## src/rtl/i2c_cond_pkg.sv

```systemverilog
package i2c_cond_pkg;

  // Line activity seen by the datapath, handed to the control
  typedef struct packed {
    logic sdaFall;   // data fell with clock high on both samples
    logic sdaRise;   // data rose with clock high on both samples
    logic sclLow;    // synchronised clock line is low
    logic sdaLow;    // synchronised data line is low
  } lineFlags_t;

  // Strobes from the control to the datapath
  typedef struct packed {
    logic start;
    logic restart;
    logic stop;
    logic setArmed;
    logic collide;
    logic irqStart;
    logic irqStop;
  } condStrobe_t;

endpackage

```

## src/rtl/i2c_cond_datapath.sv

```systemverilog
module i2c_cond_datapath
  import i2c_cond_pkg::*;
#(
  parameter int SYNC_STAGES = 2
) (
  input  logic        clk,
  input  logic        rstN,
  input  logic        sclIn,
  input  logic        sdaIn,
  input  condStrobe_t strobe,
  output lineFlags_t  flags,
  output logic        busy,
  output logic        armed,
  output logic        startPulse,
  output logic        restartPulse,
  output logic        stopPulse,
  output logic        slaveReset,
  output logic        busCollision,
  output logic        startIrq,
  output logic        stopIrq
);

  localparam int LAST = SYNC_STAGES - 1;

  logic [LAST:0] sclSync;
  logic [LAST:0] sdaSync;
  logic          sclPrev;
  logic          sdaPrev;
  logic          sclQ;
  logic          sdaQ;

  // Synchroniser chains; an idle bus rests high, so they reset to ones
  generate
    if (SYNC_STAGES > 1) begin : g_chain
      always_ff @(posedge clk or negedge rstN) begin
        if (!rstN) begin
          sclSync <= '1;
          sdaSync <= '1;
        end else begin
          sclSync <= {sclSync[LAST-1:0], sclIn};
          sdaSync <= {sdaSync[LAST-1:0], sdaIn};
        end
      end
    end else begin : g_single
      always_ff @(posedge clk or negedge rstN) begin
        if (!rstN) begin
          sclSync <= '1;
          sdaSync <= '1;
        end else begin
          sclSync <= sclIn;
          sdaSync <= sdaIn;
        end
      end
    end
  endgenerate

  assign sclQ = sclSync[LAST];
  assign sdaQ = sdaSync[LAST];

  always_ff @(posedge clk or negedge rstN) begin
    if (!rstN) begin
      sclPrev <= 1'b1;
      sdaPrev <= 1'b1;
    end else begin
      sclPrev <= sclQ;
      sdaPrev <= sdaQ;
    end
  end

  always_comb begin
    flags.sdaFall = sdaPrev & ~sdaQ & sclPrev & sclQ;
    flags.sdaRise = ~sdaPrev & sdaQ & sclPrev & sclQ;
    flags.sclLow  = ~sclQ;
    flags.sdaLow  = ~sdaQ;
  end

  // Bus state
  always_ff @(posedge clk or negedge rstN) begin
    if (!rstN) begin
      busy  <= 1'b0;
      armed <= 1'b0;
    end else begin
      if (strobe.start)     busy <= 1'b1;
      else if (strobe.stop) busy <= 1'b0;

      if (strobe.start || strobe.restart || strobe.stop) armed <= 1'b0;
      else if (strobe.setArmed)                          armed <= 1'b1;
    end
  end

  // Registered event outputs
  always_ff @(posedge clk or negedge rstN) begin
    if (!rstN) begin
      startPulse   <= 1'b0;
      restartPulse <= 1'b0;
      stopPulse    <= 1'b0;
      slaveReset   <= 1'b0;
      busCollision <= 1'b0;
      startIrq     <= 1'b0;
      stopIrq      <= 1'b0;
    end else begin
      startPulse   <= strobe.start;
      restartPulse <= strobe.restart;
      stopPulse    <= strobe.stop;
      slaveReset   <= strobe.start | strobe.restart;
      busCollision <= strobe.collide;
      startIrq     <= strobe.irqStart;
      stopIrq      <= strobe.irqStop;
    end
  end

endmodule

```

## src/rtl/i2c_cond_ctrl.sv

```systemverilog
module i2c_cond_ctrl
  import i2c_cond_pkg::*;
(
  input  lineFlags_t  flags,
  input  logic        busy,
  input  logic        armed,
  input  logic        startReq,
  input  logic        startIntEn,
  input  logic        stopIntEn,
  input  logic        intAlwaysOn,
  output condStrobe_t strobe
);

  logic startEv;
  logic restartEv;
  logic stopEv;

  always_comb begin
    startEv   = flags.sdaFall & ~busy;
    restartEv = flags.sdaFall & busy & armed;
    stopEv    = flags.sdaRise & busy & armed;

    strobe.start    = startEv;
    strobe.restart  = restartEv;
    strobe.stop     = stopEv;
    strobe.setArmed = busy & flags.sclLow;
    strobe.collide  = startReq & flags.sdaLow;
    strobe.irqStart = (startEv | restartEv) & (startIntEn | intAlwaysOn);
    strobe.irqStop  = stopEv & (stopIntEn | intAlwaysOn);
  end

endmodule

```

## src/rtl/i2c_cond_detect.sv

```systemverilog
module i2c_cond_detect
  import i2c_cond_pkg::*;
#(
  parameter int SYNC_STAGES = 2
) (
  input  logic clk,
  input  logic rstN,
  input  logic sclIn,
  input  logic sdaIn,
  input  logic startReq,
  input  logic startIntEn,
  input  logic stopIntEn,
  input  logic intAlwaysOn,
  output logic startPulse,
  output logic restartPulse,
  output logic stopPulse,
  output logic slaveReset,
  output logic busBusy,
  output logic busCollision,
  output logic startIrq,
  output logic stopIrq
);

  lineFlags_t  flags;
  condStrobe_t strobe;
  logic        armed;

  i2c_cond_datapath #(.SYNC_STAGES(SYNC_STAGES)) dp_i (
    .clk          (clk),
    .rstN         (rstN),
    .sclIn        (sclIn),
    .sdaIn        (sdaIn),
    .strobe       (strobe),
    .flags        (flags),
    .busy         (busBusy),
    .armed        (armed),
    .startPulse   (startPulse),
    .restartPulse (restartPulse),
    .stopPulse    (stopPulse),
    .slaveReset   (slaveReset),
    .busCollision (busCollision),
    .startIrq     (startIrq),
    .stopIrq      (stopIrq)
  );

  i2c_cond_ctrl ctrl_i (
    .flags       (flags),
    .busy        (busBusy),
    .armed       (armed),
    .startReq    (startReq),
    .startIntEn  (startIntEn),
    .stopIntEn   (stopIntEn),
    .intAlwaysOn (intAlwaysOn),
    .strobe      (strobe)
  );

endmodule

```

## config.mk

```make
export PLATFORM = sky130hd
export DESIGN_NAME = i2c_cond_detect
export DESIGN_NICKNAME = d
export VERILOG_FILES = /design/src/rtl/i2c_cond_pkg.sv /design/src/rtl/i2c_cond_datapath.sv /design/src/rtl/i2c_cond_ctrl.sv /design/src/rtl/i2c_cond_detect.sv
export SDC_FILE = /design/constraint.sdc
export NUM_CORES = 1
export LEC_CHECK = 0
export CAP_MARGIN = 20
export CORE_AREA = 2 2 39 41
export CTS_CLUSTER_DIAMETER = 200
export DETAILED_ROUTE_END_ITERATION = 10
export DIE_AREA = 0 0 41 43
export GPL_TIMING_DRIVEN = 0
export HOLD_SLACK_MARGIN = 0.08
export PLACE_DENSITY_LB_ADDON = 0.3
export SLEW_MARGIN = 20
export SYNTH_ARGS = -nofsm -noshare
export SYNTH_HDL_FRONTEND = slang
export SYNTH_SLANG_ARGS = --single-unit
```

## constraint.sdc

```tcl
create_clock -name clk -period 2.6 [get_ports clk]
set_input_delay 0.78 -clock clk [delete_from_list [all_inputs] [get_ports clk]]
set_output_delay 0.78 -clock clk [all_outputs]
set_load 0.02 [all_outputs]
```

==> flow_summary.ini <==
[placement]
place_ws_ps = 710
gp_congestion = 0.770
cell_area_after_placement_um2 = 669
dpl.hpwl_um = 539
dp.cells = 63
portBuffers = 15

[critical_path]
critical_path.max_fanout = 7
cp_data_required_time_ps = 1820
cp_data_arrival_time_ps = 1420
critical_path_s_slowest_cell = sky130_fd_sc_hd__clkdlybuf4s50_1
criticalPathCategory = register to primary output
critPathMaxStageDelay_ps = 660
cp.buffers_inverters = 1
critical_path.startpoint_type = register
critical_path.cell_chain = clkdlybuf4s50_1
crit_family = buffers and inverters
setup.worst_path.end_class = primary output

[global_routing]
grt_max_degree = 16
use_met2_pct = 15.9
antenna_found_initial = 0
track_usage_pct = 10.4
global_route.usage.met1_pct = 9.25
grt_util_met3_pct = 3.14
first_global_vias = 287
grt_first_pass_wirelength_um = 1120
grt_most_used_layer = met2
grt_total_ovfl = 0

[floorplanning]
design.core.area_um2 = 1380
floorplan.die.height_um = 43
die_width_um = 41
floorplan.rows = 14
die_area_um2 = 1760
initial_utilization_pct = 36.1
pin_count = 16

[final_layout]
post_route_cells_drive_above_1_share_pct = 23.5
layout_commonest_cell = sky130_fd_sc_hd__clkdlybuf4s50_1
finish.utilization_pct = 50.3
final_area_um2 = 696
final_cell_count_no_fill = 67
area.growth.synth_to_final_pct = 39.3
most-common-layout-cells = 15 x sky130_fd_sc_hd__clkdlybuf4s50_1, 9 x sky130_fd_sc_hd__dfrtp_1, 6 x sky130_fd_sc_hd__dfstp_2
layout.filler_cells = 132
post_layout_nets = 60
antenna_cells_inserted = 0

[synth]
synth_adder_area_share_pct = 0
synthesis.yosys.warnings = 0
synth_compound_area_share_pct = 9.52
seq_area_frac_synth_pct = 76.7
combinational_family_with_the_most_area_after_synthesis = simple AND/OR/NAND/NOR gates
yosysUniqueCellTypes = 15
yosys-mux-area-fraction_pct = 0
ys_seq_elements = 15
synthesis.nets = 40
post_synth_inst_count = 32
synthSimpleGateAreaFrac_pct = 12.3
post_synth_instance_area_um2 = 499
synth_xor_xnor_area_share_pct = 0
post_synth.cell_area_avg_um2 = 15.6

[worst_hold_path]
min-delay-path-class = register to register

[cts]
clock_buffers_created_by_tritoncts = 3
htree_num_levels = 1
numClockSinks = 15
clkLatencyLatePin_ps = 280
clockRootBuffer = sky130_fd_sc_hd__clkbuf_4
cts.clk_slew.worst_paths_ps = 80
post_cts_buffers = 0
cts.hold.buffers_added = 0
cts_resized = 0
cts.path.max_buffers = 2
tritoncts_clock_tree = built

[drt]
detailedRoute.firstIterationViolations = 0
dr_pass1_iterations = 1
dr_total_vias = 310
route.detailed.drc = 0
antenna_nets_post_route = 0
viasPerCell = 4.63
routed_wire_length_per_instance_um = 10.6
totalWireLength_um = 707

[sta]
remaining_max_slew_budget_at_the_tightest_pin_pct = 59.0
achievable-frequency_ghz = 0.454
tightestPinTransition_ps = 613
timing.final.crit_period_ps = 2200
min_period_over_period_pct = 84.7
finClkSkew_ps = 3.13
setup_ws_ps = 399
rsz0062_at_grt = no
report.final.slew_viol_count = 0
final_hold_vio_count = 0
fin_setup_tns_ps = 0
setup_viol = 0

[outcome]
run_status = completed

[run]
maxCapViolations = 0

[power]
ir_drop_uv = 260
p_leak_nw = 0.299
power.density_nw_per_um2 = 624
==> worst paths after layout <==
kind	startpoint	endpoint	slack, ps	depth (start not counted)
max	dp_i.busy	busBusy	400	1
min	dp_i.sdaSync[0]	dp_i.sdaSync[1]	360	0
max reg2reg	dp_i.sclSync[1]	dp_i.armed	1400	3
min reg2reg	dp_i.sdaSync[0]	dp_i.sdaSync[1]	360	0
max in group asynchronous	rstN	dp_i.busCollision	1330	1
min in group asynchronous	rstN	dp_i.stopPulse	880	1
==> routing by layer <==
layer,part of all wire [%],up-vias
met5,0,-
met4,4.1,0
met3,6.6,3
met2,51,13
met1,38,148
li1,-,146
==> synth_stat cells (all sizes together) <==
master  n  area share [%]
dfrtp   9              45
o31ai   1             1.5
inv     2             1.5
nand4b  1             1.8
o21a    2             3.0
a31oi   1             1.3
nor3    1             1.0
nor4b   1             4.8
dfstp   6              32
nor2    2             1.5
nand2   2             2.0
nor2b   1             1.3
a21oi   3             3.8
==> kinds of logic after synthesis <==
logic type | Yosys count
DFF | 15
AOI/OAI and AO/OA | 7
and+or+nand+nor | 8
buffers and inverters | 2
==> report_power, final <==
part | switching (W) | internal (W)
clock network | 0.0000695 | 0.0000596
logic | 0.0000211 | 0.0000223
registers | 0.0000114 | 0.000250
==> cell type report <==
cell class | instances | area (um2) | share of cell area, %
Clock buffer | 4 | 26.3 | 3.78
Multi-Input combinational cell | 15 | 109 | 15.6
Timing Repair Buffer | 15 | 150 | 21.6
Tap cell | 16 | 20.0 | 2.88
Sequential cell | 15 | 383 | 55.0
Inverter | 2 | 7.51 | 1.08
==> flip-flops by register name, summed over array words and instances, names as in the netlist <==
name	count
dp_i.sclSync	2
dp_i.sdaSync	2
dp_i.armed	1
dp_i.busCollision	1
dp_i.busy	1
dp_i.restartPulse	1
dp_i.sclPrev	1
dp_i.sdaPrev	1
dp_i.slaveReset	1
dp_i.startIrq	1
dp_i.startPulse	1
dp_i.stopIrq	1
dp_i.stopPulse	1
==> per-stage QoR <==
| stage | hold WS, ps | total power (W) |
|---|---|---|
| floorplan | 345 | 0.000283 |
| global placement | 346 | 0.000308 |
| detailed placement | 347 | 0.000310 |
| CTS | 359 | 0.000442 |
| global route | 363 | 0.000455 |
| finish | 357 | 0.000434 |
Note: power is estimated with default switching activity, not from simulation.
